===== src/rtl/afs_pkg.sv =====
package afs_pkg;
    localparam int WORD_W    = 32;
    localparam int MAX_SLOTS = 16;
    localparam int DIV_W     = 8;
    localparam int BIT_W     = $clog2(WORD_W);
    localparam int SLOT_W    = $clog2(MAX_SLOTS);
    localparam int FPOS_W    = BIT_W + SLOT_W;

    // position of the bit being driven inside the frame
    typedef struct packed {
        logic [SLOT_W-1:0] slot;
        logic [BIT_W-1:0]  bitn;
        logic [FPOS_W-1:0] fcnt;
    } fpos_t;

    // frame geometry as seen by the sequencer
    typedef struct packed {
        logic              early;
        logic [BIT_W-1:0]  sync_m1;
        logic [BIT_W-1:0]  bits_m1;
        logic [SLOT_W-1:0] slots_m1;
    } geom_t;

    function automatic logic pick_bit(input logic [WORD_W-1:0] w,
                                      input logic [BIT_W-1:0]  idx,
                                      input logic              lsb);
        logic [BIT_W-1:0] ridx;
        ridx = BIT_W'(WORD_W - 1) - idx;
        return lsb ? w[idx] : w[ridx];
    endfunction

    function automatic logic is_last(input fpos_t p, input geom_t g);
        return (p.slot == g.slots_m1) && (p.bitn == g.bits_m1);
    endfunction
endpackage


===== src/rtl/afs_bclk_div.sv =====
module afs_bclk_div
    import afs_pkg::*;
(
    input  logic             clk,
    input  logic             rst,
    input  logic             en,
    input  logic [DIV_W-1:0] div,
    output logic             bclk_int,
    output logic             drive_evt
);
    logic [DIV_W-1:0] hcnt;
    logic             tick;

    assign tick      = en && (hcnt == div);
    assign drive_evt = tick && bclk_int;

    always_ff @(posedge clk) begin
        if (rst || !en) begin
            hcnt     <= '0;
            bclk_int <= 1'b1;
        end else if (tick) begin
            hcnt     <= '0;
            bclk_int <= ~bclk_int;
        end else begin
            hcnt <= hcnt + 1'b1;
        end
    end
endmodule


===== src/rtl/afs_frame_seq.sv =====
module afs_frame_seq
    import afs_pkg::*;
(
    input  logic  clk,
    input  logic  rst,
    input  logic  en,
    input  logic  drive_evt,
    input  geom_t geom,
    output fpos_t nxt,
    output logic  sync_act
);
    logic  run;
    fpos_t cur;
    logic  nsync;

    always_comb begin
        nxt = cur;
        if (!run) begin
            nxt = '0;
        end else if (cur.bitn == geom.bits_m1) begin
            nxt.bitn = '0;
            if (cur.slot == geom.slots_m1) begin
                nxt.slot = '0;
                nxt.fcnt = '0;
            end else begin
                nxt.slot = cur.slot + 1'b1;
                nxt.fcnt = cur.fcnt + 1'b1;
            end
        end else begin
            nxt.bitn = cur.bitn + 1'b1;
            nxt.fcnt = cur.fcnt + 1'b1;
        end
    end

    always_comb begin
        if (geom.early)
            nsync = is_last(nxt, geom) || (nxt.fcnt < FPOS_W'(geom.sync_m1));
        else
            nsync = (nxt.fcnt <= FPOS_W'(geom.sync_m1));
    end

    always_ff @(posedge clk) begin
        if (rst || !en) begin
            run      <= 1'b0;
            cur      <= '0;
            sync_act <= 1'b0;
        end else if (drive_evt) begin
            run      <= 1'b1;
            cur      <= nxt;
            sync_act <= nsync;
        end
    end
endmodule


===== src/rtl/afs_word_tx.sv =====
module afs_word_tx
    import afs_pkg::*;
(
    input  logic                 clk,
    input  logic                 rst,
    input  logic                 en,
    input  logic                 drive_evt,
    input  fpos_t                nxt,
    input  logic [MAX_SLOTS-1:0] mask,
    input  logic                 lsb_first,
    input  logic                 in_valid,
    input  logic [WORD_W-1:0]    in_data,
    output logic                 in_ready,
    output logic                 sd,
    output logic                 underrun
);
    logic [WORD_W-1:0] word;
    logic              slot_start;
    logic              masked;

    assign slot_start = drive_evt && (nxt.bitn == '0);
    assign masked     = mask[nxt.slot];
    assign in_ready   = slot_start && !masked;

    always_ff @(posedge clk) begin
        if (rst || !en) begin
            word     <= '0;
            sd       <= 1'b0;
            underrun <= 1'b0;
        end else if (slot_start) begin
            if (masked || !in_valid) begin
                word <= '0;
                sd   <= 1'b0;
                if (!masked) underrun <= 1'b1;
            end else begin
                word <= in_data;
                sd   <= pick_bit(in_data, '0, lsb_first);
            end
        end else if (drive_evt) begin
            sd <= pick_bit(word, nxt.bitn, lsb_first);
        end
    end
endmodule


===== src/rtl/audio_frame_tx.sv =====
module audio_frame_tx
    import afs_pkg::*;
(
    input  logic                 clk,
    input  logic                 rst,
    input  logic                 en,
    input  logic [DIV_W-1:0]     div_i,
    input  logic                 bclk_inv_i,
    input  logic                 fs_early_i,
    input  logic                 fs_low_i,
    input  logic [BIT_W-1:0]     fs_width_i,
    input  logic [BIT_W-1:0]     slot_bits_i,
    input  logic [SLOT_W-1:0]    slot_num_i,
    input  logic                 lsb_first_i,
    input  logic [MAX_SLOTS-1:0] slot_mask_i,
    input  logic                 in_valid,
    output logic                 in_ready,
    input  logic [WORD_W-1:0]    in_data,
    output logic                 bclk_o,
    output logic                 fsync_o,
    output logic                 sd_o,
    output logic                 underrun_o
);
    logic  bclk_int;
    logic  drive_evt;
    logic  sync_act;
    fpos_t nxt;
    geom_t geom;

    always_comb begin
        geom.early    = fs_early_i;
        geom.sync_m1  = fs_width_i;
        geom.bits_m1  = slot_bits_i;
        geom.slots_m1 = slot_num_i;
    end

    afs_bclk_div u_div (
        .clk       (clk),
        .rst       (rst),
        .en        (en),
        .div       (div_i),
        .bclk_int  (bclk_int),
        .drive_evt (drive_evt)
    );

    afs_frame_seq u_seq (
        .clk       (clk),
        .rst       (rst),
        .en        (en),
        .drive_evt (drive_evt),
        .geom      (geom),
        .nxt       (nxt),
        .sync_act  (sync_act)
    );

    afs_word_tx u_word (
        .clk       (clk),
        .rst       (rst),
        .en        (en),
        .drive_evt (drive_evt),
        .nxt       (nxt),
        .mask      (slot_mask_i),
        .lsb_first (lsb_first_i),
        .in_valid  (in_valid),
        .in_data   (in_data),
        .in_ready  (in_ready),
        .sd        (sd_o),
        .underrun  (underrun_o)
    );

    assign bclk_o  = bclk_int ^ bclk_inv_i;
    assign fsync_o = sync_act ^ fs_low_i;
endmodule


===== config.mk =====
export PLATFORM = sky130hd
export DESIGN_NAME = audio_frame_tx
export DESIGN_NICKNAME = d
export VERILOG_FILES = /design/src/rtl/afs_pkg.sv /design/src/rtl/afs_bclk_div.sv /design/src/rtl/afs_frame_seq.sv /design/src/rtl/afs_word_tx.sv /design/src/rtl/audio_frame_tx.sv
export SDC_FILE = /design/constraint.sdc
export NUM_CORES = 1
export LEC_CHECK = 0
export BUFFER_PORTS_ARGS = -buffer_cell sky130_fd_sc_hd__buf_4
export CELL_PAD_IN_SITES_DETAIL_PLACEMENT = 1
export CELL_PAD_IN_SITES_GLOBAL_PLACEMENT = 2
export CORE_MARGIN = 8
export CORE_UTILIZATION = 31
export DETAILED_ROUTE_END_ITERATION = 6
export GPL_ROUTABILITY_DRIVEN = 0
export PLACE_DENSITY_LB_ADDON = 0.1
export SYNTH_ARGS = -nofsm -noshare
export SYNTH_HDL_FRONTEND = slang
export SYNTH_HIERARCHICAL = 1
export SYNTH_SLANG_ARGS = --single-unit

===== constraint.sdc =====
create_clock -name clk -period 3 [get_ports clk]
set_input_delay 0.15 -clock clk [delete_from_list [all_inputs] [get_ports clk]]
set_output_delay 0.15 -clock clk [all_outputs]
set_load 0.01 [all_outputs]

---- After elaboration in Yosys (flattened, before gate mapping) ----
Cells that the tools add are included.
word-level totals
  flip-flop bits (word level) ............. 63
  input bits .............................. 78
  output and inout bits ................... 5
  word-level logic and storage cells ...... 62
cells by class
  add/sub/neg operators ................... 5
  $lt $le $gt $ge ......................... 5
  equality and inequality tests ........... 5
  mux-type cells .......................... 18
  bitwise operators ....................... 4
  reductions and logical operators ........ 15
operators by type and width
  cell                                                        number
  2-to-1 mux 32 bit                                           1
  2-to-1 mux 18 bit                                           1
  2-to-1 mux 14 bit                                           1
  less-than comparator 5 x 6 -> 1 bit, second input constant  2
  binary-select mux 1 bit (select 5 bit)                      2
  equality test 5 bit                                         2
  adder 9 x 1 -> 9 bit, second input constant                 1
  <= comparator 9 x 5 -> 1 bit                                1
  less-than comparator 9 x 5 -> 1 bit                         1
  2-to-1 mux 1 bit                                            9
  2-to-1 mux 9 bit                                            1
  adder 8 x 1 -> 8 bit, second input constant                 1
  equality test 4 bit                                         2
  equality test 8 bit                                         1
  2-to-1 mux 4 bit                                            2
  adder 5 x 1 -> 5 bit, second input constant                 1
  logical AND 1 bit                                           5
  zero test 5 bit                                             1
  less-than comparator 4 x 5 -> 1 bit, second input constant  1
  subtractor 5 bit, first input constant                      1
  adder 4 x 1 -> 4 bit, second input constant                 1
  binary-select mux 1 bit (select 4 bit)                      1
  zero test 1 bit                                             3
  logical OR 1 bit                                            3
  other kinds (5)                                             7

---- Depth between registers and ports, before layout ----
Gate-level depths: netlist of run 1.
  depth in word-level cells ............... 10
  mapped depth ............................ 15
  gate-level depth less buffers ........... 14

---- By module ----
Netlist of run 1, hierarchy kept.
modules (own cells, without submodules)
  module          instances  cells an instance  area an instance (sq um)  sequential area each (sq um)
  afs_word_tx     1          174                2117.0                    680.7
  afs_frame_seq   1          208                1632.8                    400.4
  afs_bclk_div    1          49                 450.4                     180.2
  audio_frame_tx  1          2                  17.5                      0.0

---- Worst setup path after synthesis of run 1 ----
Ideal clock, no wire load.
  path type ............................... register -> register
  start ................................... register u_seq/cur[9] in the netlist's numbering
  end ..................................... register u_word.sd
  setup time .............................. 0.088 ns
  data arrival time ....................... 2.920 ns
  required time ........................... 2.912 ns
  slack ................................... -0.008 ns
  stages on the path, launching flop included .. 13
  path buffers ............................ 1
  clock period less this slack ............ 3.008 ns
  cell sequence ........................... dfxtp_1 xor2_1 nor3_4 and2_4 buf_8 o22a_4 inv_1 mux4_1 mux2i_1 nor2b_1 nor4_4 a2bb2oi_2 a311oi_2
RTL lines
  element                 line                 text
  start, declared         afs_frame_seq.sv:13  fpos_t cur;
  start signal, assigned  afs_frame_seq.sv:49  cur <= nxt;
  end signal, assigned    afs_word_tx.sv:37    sd <= pick_bit(in_data, '0, lsb_first);
  end signal, assigned    afs_word_tx.sv:40    sd <= pick_bit(word, nxt.bitn, lsb_first);
  end, declared           afs_word_tx.sv:14    output logic sd,

==> flow_results.org, run 1 <==
** Synth
- FFs w/ async S/R, synth :: 0%
- The synthesized netlist devotes 8.247% of its cell area to XOR and XNOR gates.
- Measured against the total synthesized area, the mux share comes to 16.49%.
- Post-synth top area cell :: sky130_fd_sc_hd__dfxtp_1
- Synthesized area per cell :: 9.741 sq um
- The synthesized netlist devotes 21.15% of its cell area to simple gates.
- Most used standard cells in the synthesized netlist :: sky130_fd_sc_hd__dfxtp_1 (63), sky130_fd_sc_hd__nor2_1 (56), sky130_fd_sc_hd__nor2_2 (31), sky130_fd_sc_hd__a22oi_2 (30), sky130_fd_sc_hd__nand2_1 (22)
- In the post-synthesis netlist, the biggest area contributors are sky130_fd_sc_hd__dfxtp_1 (30%), sky130_fd_sc_hd__mux4_2 (9.1%), sky130_fd_sc_hd__a22oi_2 (8.9%).
- After synthesis, flip-flops and latches occupy 29.90% of the total area.
- Number of synthesized register bits :: 63
- Number of synthesis warnings :: 6
- The number of different library cells used by synthesis comes to 67.
- Summing the areas of all fa, ha and maj instances in the mapped netlist gives 2.670% of the synthesized area.
- The synthesized netlist devotes 16.91% of its cell area to compound gates.
- After synthesis, the largest area contributor takes up 29.90% of total cell area.
- Combinational family with the most area after synthesis :: simple AND/OR/NAND/NOR gates
- Count of flip-flops with a built-in enable after synthesis :: 0
- Syn Nets :: 520
- Commonest register cell after synthesis :: sky130_fd_sc_hd__dfxtp_1
- The synthesized netlist occupies a cell area of 4218 sq um.
- Most frequent cell after synthesis :: sky130_fd_sc_hd__dfxtp_1
- Counting every instance in the synthesized netlist gives 433.

** Drt
- In this run, the number of DRC markers left after iteration 0 of detailed routing was 167.
- Wire length per cell :: 16.80 um
- Routed vias :: 3609
- Routed Wire Length :: 12.08 mm
- Final routed DRC violation total :: 0
- After detailed routing, the number of vias per cell comes to 5.019.
- The count of nets left with antenna violations once routing finished came out at 0.
- The pre-antenna-repair detailed-routing pass consisted of 4 iterations.

** Timing
- Across the routed clock network, the largest skew measured is 0.005685 ns.
- The number of failing hold endpoints at the final stage came to 0.
- The worst pin sits at a relative slew slack of 29.34%.
- Setup repair after global routing left no endpoint under its margin.
- The worst path in the final design needs a cycle of 2.888 ns, including I/O delays and setup.
- Setup violations remaining at the end of the flow were counted as 0.
- Setup slack on the critical path of the routed design comes to 0.1122 ns.
- Hold is met by 0.03631 ns.
- Setup TNS :: 0 ns
- Actual transition at the worst max-transition pin :: 1.060 ns
- F_max :: 346.3 MHz
- The total count of max-transition violations in the final report was 0.
- Fin crit share :: 96.26%

** Final layout
- Layout cell share with drive strength beyond 1 :: 45.67%
- Final non-filler cell area :: 5682 sq um
- At the end of the flow, the number of nets in the layout was 625.
- The sequential cells in the finished layout cover a total of 1262 sq um.
- Area of the multi-input gates :: 2836 sq um
- Number of fill cells in the layout :: 1515
- Layout Area Growth over Synthesis :: 34.71%
- The repair_antennas step left the layout with diodes totalling 0.

** Setup path
- The worst setup path is launched from a register.
- The setup check on the worst reg-to-reg path leaves a slack of 0.11 ns.
- Data on the critical path arrives at its endpoint at 3.06 ns.
- Peak fanout along the critical path :: 12
- Worst path required time :: 3.17 ns
- CP peak stage delay :: 0.52 ns
- The worst setup path is captured at a register.
- The slowest stage of the critical path belongs to the cell sky130_fd_sc_hd__mux4_2.
- Cell-by-cell listing of the critical path :: xor2_2 -> nor3_4 -> buf_4 -> nand2_2 -> nand2_1 -> nor2_2 -> buf_12 -> mux4_2 -> mux2_2 -> a211oi_2 -> a2bb2oi_2 -> a311oi_2
- Worst Setup Path Type :: register to register

** Power and ir drop
- In this run the power density over the cells is 380.0 nW/um^2.
- Across the VDD grid, the largest voltage drop is 0.0002508 V.
- Summed over all cells, the static leakage comes to 0.002019 uW.

** Clock network
- Clock-pin slew was measured on the worst setup and hold paths at 0.06 ns.
- Source-to-sink clock delay at the later pin of the worst-skew pair :: 0.34 ns
- The number of hold buffers added after CTS was 0.
- Number of buffers on the longest clock path :: 2
- CTS H-tree depth :: 3
- The cell sitting at the root of the clock tree is a sky130_fd_sc_hd__clkbuf_16.
- Number of buffers created by CTS :: 9
- Clk sinks :: 63
- TritonCTS built the clock tree.

** Run status
- Result of the run :: complete, no violations

** Place
- During placement, the flow inserted port buffers numbering 82.
- Summed over all nets, the half-perimeter wirelength after detailed placement is 9.271 mm.
- After detailed placement, the total cell area comes to 5219 sq um.
- Post-placement setup slack :: 0.005508 ns

** Global routing
- The via count of the first global-routing pass was 3901.
- Entering global routing, the biggest net connects 35 pins.
- The initial antenna violation count came to 0.
- Tot GR Track Use :: 13.89%
- First-pass GRT wire length :: 19.91 mm
- Total congestion overflow after global routing :: 0

** Hold path
- The path class of the tightest hold or removal check is input port to register.

** Floorplanning
- Once the floorplan was initialized, standard cells occupied 31.85% of the core.
- Die height :: 132.6 um
- Measured along the x axis, the die boundary spans 132.6 um.
- Top-level I/O count :: 83
- The core region is 13240 sq um.
- Die area :: 17590 sq um
- Row generation in the floorplan step produced 42 rows.

** Flow run
- Max cap viols :: 0
-- placed cells by master, fill, tap and decap left out, types with 3 or more instances in the layout --
cell,instances
sky130_fd_sc_hd__a21oi_1,8
sky130_fd_sc_hd__a22oi_1,3
sky130_fd_sc_hd__a22oi_2,30
sky130_fd_sc_hd__and3_1,3
sky130_fd_sc_hd__buf_12,5
sky130_fd_sc_hd__buf_4,109
sky130_fd_sc_hd__clkbuf_16,11
sky130_fd_sc_hd__dfxtp_1,62
sky130_fd_sc_hd__ha_1,9
sky130_fd_sc_hd__inv_1,11
sky130_fd_sc_hd__mux2_2,3
sky130_fd_sc_hd__mux2i_1,19
sky130_fd_sc_hd__mux4_2,18
sky130_fd_sc_hd__nand2_1,21
sky130_fd_sc_hd__nand2b_1,6
sky130_fd_sc_hd__nand3_1,16
sky130_fd_sc_hd__nand4_1,6
sky130_fd_sc_hd__nor2_1,54
sky130_fd_sc_hd__nor2_2,32
sky130_fd_sc_hd__nor2b_1,4
sky130_fd_sc_hd__o21ai_0,8
sky130_fd_sc_hd__xnor2_1,21
sky130_fd_sc_hd__xor2_1,12
sky130_fd_sc_hd__xor2_2,4
-- final cells by class --
class | count | area share, %
well taps | 176 | 3.876
multi-input cells | 334 | 49.92
clock inverters | 5 | 1.431
repair buffers | 118 | 17.44
clock buffers | 11 | 4.272
inverters | 12 | 0.8368
flip-flops and latches | 63 | 22.22
-- per-layer routing --
metal / global-route usage, % / share of wire (%) / vias up
li1: - / - / 1776
met1: 16.35 / 44 / 1760
met2: 23.98 / 51 / 65
met3: 4.088 / 3.5 / 8
met4: 3.785 / 1.1 / 0
met5: 0 / 0 / -
-- power by group --
group          switching [uW]  internal, uW
registers                1.85           838
clock network             396           750
logic                    76.4          96.8
-- through the flow --
| step | utilization, % | power (uW) | instances |
|---|---|---|---|
| finish | 42.90 | 2159 | 719 |
| global route | 42.90 | 2249 | 719 |
| CTS | 41.96 | 2191 | 713 |
| detailed placement | 39.41 | 1033 | 697 |
| global placement | 39.41 | 1029 | 697 |
| floorplan | - | 919.0 | 433 |
-- logic make-up (layout without fill, tap and decap cells) --
logic type | after synthesis | count (layout)
adder cells (fa/ha/maj) | 9 | 9
flip-flops | 63 | 63
multiplexers | 43 | 43
AO/OA/AOI/OAI | 76 | 76
buffers and inverters | 36 | 146
XOR/XNOR | 38 | 38
AND/OR/NAND/NOR | 168 | 168
-- worst max-delay path: cells and delay by family, from the launching register on --
kind                   cells  cell delay (ns)
XOR/XNOR                   1             0.19
AND/OR/NAND/NOR            4             0.50
buffers and inverters      2             0.30
flip-flops                 1             0.37
AO/OA/AOI/OAI              3             0.55
multiplexers               2             0.81
-- flip-flops by register name, summed over array words and instances, names as in the netlist --
register         count
u_word/word         32
u_seq/cur           18
u_div/hcnt           8
u_div/bclk_int       1
u_seq/run            1
u_seq/sync_act       1
u_word/sd            1
u_word/underrun      1
-- final timing paths --
check / end / cells past startpoint / startpoint
setup / recovery: u_word/sd$_SDFFE_PP0P_ / 12 / u_seq/cur[11]$_SDFFE_PP0P_
hold / removal: u_word/word[2]$_SDFFE_PP0P_ / 3 / in_data[2]
setup reg to reg: u_word/sd$_SDFFE_PP0P_ / 12 / u_seq/cur[11]$_SDFFE_PP0P_
hold reg to reg: u_word/underrun$_SDFFE_PP0P_ / 2 / u_word/underrun$_SDFFE_PP0P_
-- repair_timing --
| item | CTS | global route |
|---|---|---|
| cloned | 0 | 2 |
| resized for setup | 5 | 15 |
| pin swaps | 0 | 7 |
| setup buffers | 0 | 4 |
| setup endpoints to repair | 2 | 35 |
(Power assumes the default switching activity.)
==> run 2: changes to the inputs <==
==> constraint.sdc (replaced) <==
create_clock -name clk -period 3 [get_ports clk]
set_input_delay 0.3 -clock clk [delete_from_list [all_inputs] [get_ports clk]]
set_output_delay 0.3 -clock clk [all_outputs]
set_load 0.01 [all_outputs]
==> flow_results.org, run 2 (synthesis gave the netlist of run 1 again) <==
** Run status
- Result of the run :: complete, no violations

** Final layout
- In the layout the commonest cells are sky130_fd_sc_hd__buf_4 (122), sky130_fd_sc_hd__dfxtp_1 (60), sky130_fd_sc_hd__nor2_1 (52), sky130_fd_sc_hd__nor2_2 (34), sky130_fd_sc_hd__a22oi_2 (30).
- Number of fill cells in the layout :: 1519 (+0.26%)
- Leaving out fill and tap cells, the most frequent cell in the layout is sky130_fd_sc_hd__buf_4.
- Leading registers by flop count :: u_word/word x32, u_seq/cur x18, u_div/hcnt x8
- The count of antenna diodes in the layout is 0 (unchanged).
- Layout Area Growth over Synthesis :: 35.95%
- The register with the most flip-flops in the final layout is u_word/word.
- The net count of the finished layout was 639 (+2.2%).
- The number of flip-flops in the largest register came to 32 (unchanged).
- The post-layout utilization of the core is 43.30% (+0.40 points).
- The fraction of layout cells with a size suffix above 1 came to 47.84% (+2.2 points).

** Timing
- The total count of max-transition violations in the final report is 0 (unchanged).
- Setup repair after global routing could not meet its margin everywhere.
- Worst slew margin :: 29.01% (-0.33 points)
- Finish-stage setup viols :: 0 (unchanged)
- The actual transition at the worst max-transition pin came to 1.065 ns (+0.004938 ns).
- The top achievable clock speed came to 337.9 MHz (-2.4%).
- Number of hold-slack violations in the final timing report :: 0 (unchanged)
- The post-route worst hold slack is 0.1891 ns (+0.1528 ns).
- The post-route clock period utilization is 98.66% (+2.4 points).
- Setup TNS :: 0 ns (unchanged)
- The worst clock skew is 0.005167 ns (-0.0005183 ns).
- The post-route minimum period came to 2.960 ns (+0.07205 ns).
- Worst Slack Setup Final :: 0.04016 ns (-0.07205 ns)

** Place
- The worst setup timing slack at the placement stage came to -0.1106 ns (-0.1161 ns).
- The count of port buffers added during placement is 82 (unchanged).
- HPWL after detailed placement :: 9.446 mm (+1.9%)

** Hold path
- In this run the worst hold path is classified as input port to register.

** Flow run
- Max cap viols :: 0 (unchanged)

** Clock network
- The clock-pin slew of the registers on the worst-case setup and hold paths came to 0.06 ns (about the same).
- The insertion delay of the later-clocked pin in the worst-skew pair came to 0.33 ns (about the same).
- Number of buffers created by CTS :: 9 (unchanged)
- TritonCTS built the clock tree.
- CTS placed an instance of sky130_fd_sc_hd__clkbuf_16 at the clock tree root.
- The number of clock sinks was 63 (unchanged).
- Number of buffers on the longest clock path :: 2 (unchanged)
- CTS H-tree depth :: 3 (unchanged)

** Power and ir drop
- Sequential share of power :: 42.3% (+3.4 points)
- Internal power :: 1513 uW (-10%)
- Leakage dissipation :: 0.002067 uW (+2.4%)
- The share of power burned in the clock network came to 48.4% (-4.7 points).
- The switching component of the power came to 471.1 uW (-0.57%).
- The combinational share of power is 9.3% (+1.3 points).
- Total power divided by cell area :: 346.1 nW/um^2 (-8.9%)
- The maximum vdd ir drop was 0.0003547 V (+41%).
- The net switching fraction of the power is 23.74% (+1.8 points).

** Setup path
- STA classifies the critical path startpoint as a register.
- Worst path required time :: 2.70 ns (-0.47 ns)
- The arrival time at the worst endpoint came to 2.66 ns (-0.40 ns).
- Peak fanout along the critical path :: 4 (-8)
- Worst Setup Path Type :: register to primary output
- STA classifies the critical path endpoint as a primary output.

** Floorplanning
- The effective utilization at floorplan is 31.85% (unchanged).
- The number of I/O pins came to 83 (unchanged).
- The die boundary width was 132.6 um (unchanged).
- Die area :: 17590 sq um (unchanged)
- Number of cell rows :: 42 (unchanged)
- The height of the die was 132.6 um (unchanged).
- Core Area :: 13240 sq um (unchanged)

** Global routing
- The via count of the first global-routing pass is 3900 (-0.026%).
- Maximum number of pins on one net before global-route repair :: 35 (unchanged)
- The leftover overflow at the end of global routing came to 0 (unchanged).
- Tot GR Track Use :: 14.16% (+0.27 points)
- Initial antenna violation count :: 0 (unchanged)
- First-pass GRT wire length :: 20.21 mm (+1.5%)

** Drt
- The number of DRC violations after detailed-routing iteration 0 came to 134 (-20%).
- Final routed DRC violation total :: 0 (unchanged)
- The average via count per standard cell came to 5.053 (+0.67%).
- Routed Wire Length :: 12.61 mm (+4.4%)
- The post-route antenna net violation count is 0 (unchanged).
- Wire length per cell :: 17.22 um (+2.6%)
- The total number of vias was 3699 (+2.5%).
- Number of detailed-route iterations in the first pass :: 4 (unchanged)
## run 2: cell types whose count changed in the layout (fill, tap and decap cells not counted), sizes merged
cell,change
buf,+14
bufinv,-2
clkinv,+1
## run 2: final timing paths
check | startpoint | end | slack, ns | depth (start not counted)
setup / recovery | u_seq/cur[11]$_SDFFE_PP0P_ | in_ready | 0.04 | 11
hold / removal | in_data[24] | u_word/word[24]$_SDFFE_PP0P_ | 0.19 | 3
setup reg to reg | u_seq/cur[11]$_SDFFE_PP0P_ | u_word/word[25]$_SDFFE_PP0P_ | 0.14 | 14
hold reg to reg | u_div/hcnt[0]$_SDFF_PP0_ | u_div/hcnt[0]$_SDFF_PP0_ | 0.49 | 1
## run 2: cell type report
cell class / instances / area (sq um) / share of cell area (%)
inverter: 12 / 50.05 / 0.8728
clock buffer: 11 / 242.7 / 4.233
tap: 176 / 220.2 / 3.840
clock inverter: 4 / 22.52 / 0.3928
multi-input combinational: 334 / 2840 / 49.53
sequential: 63 / 1267 / 22.10
timing repair buffer: 132 / 1091 / 19.03
## run 2: repair_timing
action                                  in CTS  in global routing
endpoints found under the setup margin      34                 34
hold buffers                                 0                  0
resized for setup                           15                 15
gates cloned                                 0                  2
pin swaps                                    8                  8
buffers inserted                             5                  2
## run 2: power by group through the flow
stage                     registers [uW]  logic, uW  clock network [uW]
final                                839        184                 961
after CTS                            839        183                1000
after global placement               858        178                   0
after detailed placement             858        181                   0
after global routing                 839        199                1040
after floorplan                      858       61.0                   0
## run 2: per-stage QoR
stage	instance area, sq um	total power [uW]	instances
after floorplan	4233	919.0	433
after global placement	5296	1036	709
after detailed placement	5296	1039	709
after CTS	5618	2024	729
after global routing	5734	2078	732
final	5734	1984	732
## run 2: worst max-delay path, stage by stage, from the launching register on
cell                      delay, ns
sky130_fd_sc_hd__dfxtp_2       0.36
sky130_fd_sc_hd__xor2_2        0.18
sky130_fd_sc_hd__nor3_4        0.08
sky130_fd_sc_hd__buf_6         0.13
sky130_fd_sc_hd__and2_4        0.13
sky130_fd_sc_hd__o22a_4        0.24
sky130_fd_sc_hd__inv_6         0.08
sky130_fd_sc_hd__mux4_2        0.50
sky130_fd_sc_hd__mux2i_2       0.19
sky130_fd_sc_hd__nor2_2        0.07
sky130_fd_sc_hd__nor3_2        0.20
sky130_fd_sc_hd__buf_4         0.16
## run 2: routing by layer
layer  share of wire, %  vias to the layer above  GRT usage, %  wire length (um)
met5                  0                        -             0                 0
met4               0.98                        0         3.344               123
met3                3.5                       11         3.974               444
met2                 51                       50         24.82              6443
met1                 44                     1846         16.67              5596
li1                   -                     1792             -                 -
==> run 3: changes to the inputs <==
- CORE_MARGIN: 8 -> 2
- CORE_UTILIZATION: 31 -> 37
- clock period: 3 -> 3.66 ns (I/O delays scaled with it)
==> flow_results.org, run 3 (synthesis gave the netlist of run 1 again) <==
** Global routing
- The pin count of the biggest net entering global routing came to 35 (unchanged).
- The wire length of the first global-routing pass came to 18.29 mm (-9.5%).
- Tot GR Track Use :: 18.18% (+4.0 points)
- Total congestion overflow after global routing :: 0 (unchanged)
- The via count of the first global-routing pass was 3689 (-5.4%).
- Initial antenna violation count :: 0 (unchanged)

** Timing
- The total count of max-transition violations in the final report was 0 (unchanged).
- RSZ-0062 raised after global routing :: false
- Final critical-path required period :: 3.438 ns
- Worst slew margin :: 30.86% (+1.9 points)
- The actual transition at the worst max-transition pin came to 1.037 ns (-0.02780 ns).
- Fin crit share :: 93.93%
- Worst Slack Setup Final :: 0.2222 ns (+0.1821 ns)
- Max Clock Skew :: 0.004033 ns (-0.001134 ns)
- Finish-stage setup viols :: 0 (unchanged)
- Hold Worst Slack :: 0.2595 ns (+0.07036 ns)
- The number of failing hold endpoints at the final stage was 0 (unchanged).
- Setup TNS :: 0 ns (unchanged)
- F_max :: 290.9 MHz

** Final layout
- The fraction of layout cells with a size suffix above 1 was 40.38% (-7.5 points).
- Most common cell after layout, fill and taps aside :: sky130_fd_sc_hd__buf_4
- u_word/word holds more flip-flops than any other register.
- Leaving out fill and tap cells, the most frequent cells in the layout are sky130_fd_sc_hd__buf_4 (95), sky130_fd_sc_hd__dfxtp_1 (63), sky130_fd_sc_hd__nor2_1 (55), sky130_fd_sc_hd__nor2_2 (32), sky130_fd_sc_hd__a22oi_2 (30).
- Post-layout nets :: 604 (-5.5%)
- Layout Area Growth over Synthesis :: 24.98%
- The number of flip-flops in the largest register came to 32 (unchanged).
- The count of antenna diodes in the layout came to 0 (unchanged).
- The fill cell total of the finished layout came to 1288 (-15%).
- The largest registers in the layout are u_word/word x32, u_seq/cur x18, u_div/hcnt x8.

** Drt
- The post-route antenna net violation count was 0 (unchanged).
- The number of DRC violations after detailed-routing iteration 0 was 175 (+31%).
- The iteration count of the initial detailed-routing pass came to 4 (unchanged).
- Routed vias :: 3583 (-3.1%)
- The post-detailed-route wirelength per cell came to 16.61 um (-3.6%).
- Avg Vias per Cell :: 5.429 (+7.4%)
- Final routed DRC violation total :: 0 (unchanged)
- The final wirelength is 10.96 mm (-13%).

** Clock network
- Clock root cell :: sky130_fd_sc_hd__clkbuf_16
- The insertion delay of the later-clocked pin in the worst-skew pair is 0.33 ns (about the same).
- The clock-pin slew of the registers on the worst-case setup and hold paths is 0.05 ns (about the same).
- Number of buffers created by CTS :: 9 (unchanged)
- Number of gates given a new drive strength after cts :: 0 (-15)
- Clk sinks :: 63 (unchanged)
- The deepest clock path buffer count was 2 (unchanged).
- CTS H-tree depth :: 3 (unchanged)
- The number of buffers inserted for hold repair after clock tree synthesis came to 0 (unchanged).
- TritonCTS built the clock tree.
- Post-CTS repair timing setup buffer count :: 0 (-5)

** Floorplanning
- The die boundary width was 110.8 um (-16%).
- Core Area :: 10980 sq um (-17%)
- Die area :: 12270 sq um (-30%)
- The number of I/O pins is 83 (unchanged).
- Die height :: 110.8 um (-16%)
- Number of cell rows :: 38 (-9.5%)
- The effective utilization at floorplan is 38.40% (+6.6 points).

** Setup path
- Crit end category :: primary output
- The arrival time at the worst endpoint came to 3.07 ns (+0.41 ns).
- The number of buffer and inverter stages on the critical path came to 2 (-1).
- Worst Setup Path Type :: register to primary output
- The kind of cell with the highest combined delay along the critical path is simple AND/OR/NAND/NOR gates.
- The signal on the critical path passes through xor2_1 -> nor3_4 -> nand4_1 -> o22a_4 -> inv_1 -> mux4_1 -> mux2i_1 -> nor2b_1 -> nor3_1 -> buf_4.
- CP peak stage delay :: 0.58 ns (+0.08 ns)
- The required time reported for the critical path endpoint is 3.29 ns (+0.59 ns).
- Slowest cell on the critical path :: sky130_fd_sc_hd__mux4_1
- Peak fanout along the critical path :: 6 (+2)
- Critical path startpoint category :: register

** Place
- The worst setup timing slack at the placement stage came to 0.2264 ns (+0.3369 ns).
- HPWL after detailed placement :: 8.288 mm (-12%)
- Number of port buffers :: 82 (unchanged)

** Run status
- The run finished with clean final reports.

** Hold path
- The tightest min-delay check is of the input port to register type.

** Power and ir drop
- Total power divided by cell area :: 303.8 nW/um^2 (-12%)
- VDD IR-drop max :: 0.0001923 V (-46%)
- Leakage dissipation :: 0.001860 uW (-10%)

** Flow run
- Max cap viols :: 0 (unchanged)
## run 3: cell types whose count changed in the layout (fill, tap and decap cells not counted), sizes merged
cell      change
clkinvlp      -1
buf          -33
clkbuf        -3
clkinv        +1
## run 3: path summary, 6_finish.rpt
check	endpoint	slack [ns]	from	cells after the start
worst max-delay path	in_ready	0.22	u_seq/cur[11]$_SDFFE_PP0P_	10
worst min-delay path	u_word/word[11]$_SDFFE_PP0P_	0.26	in_data[11]	3
worst max register to register	u_word/sd$_SDFFE_PP0P_	0.34	u_seq/cur[11]$_SDFFE_PP0P_	12
worst min register to register	u_word/underrun$_SDFFE_PP0P_	0.48	u_word/underrun$_SDFFE_PP0P_	2
## run 3: where the power goes
group	internal [uW]	switching, uW
registers	687	1.52
clock network	466	310
logic	77.1	59.8
## run 3: layout make-up
class                      instances  area [sq um]  area share [%]
timing repair buffer              97         753.2           14.29
clock inverter                     4         23.77          0.4510
sequential                        63          1261           23.93
inverter                          12         45.04          0.8545
multi-input combinational        334          2774           52.62
tap                              140         175.2           3.323
clock buffer                      10         239.0           4.534
## run 3: worst min-delay path, cell delays in order
cell,delay [ns]
sky130_fd_sc_hd__buf_4,0.08
sky130_fd_sc_hd__a22oi_2,0.05
sky130_fd_sc_hd__nor2_2,0.06
## run 3: per-layer routing
layer  global-route usage, %  routed length (um)  up-vias
met5                       0                   0        -
met2                   31.29                5530       55
met4                   5.750                 113        0
li1                        -                   -     1733
met3                   4.046                 389       10
met1                   22.61                4929     1785
## run 3: metrics by stage
step	util (%)	cell area [sq um]	cells	total power [uW]
final	48.00	5271	660	1601
after global routing	48.00	5271	660	1676
after CTS	48.00	5271	660	1628
after detailed placement	45.60	5009	646	842.3
after global placement	45.60	5009	646	839.1
after floorplan	-	4218	433	752.8
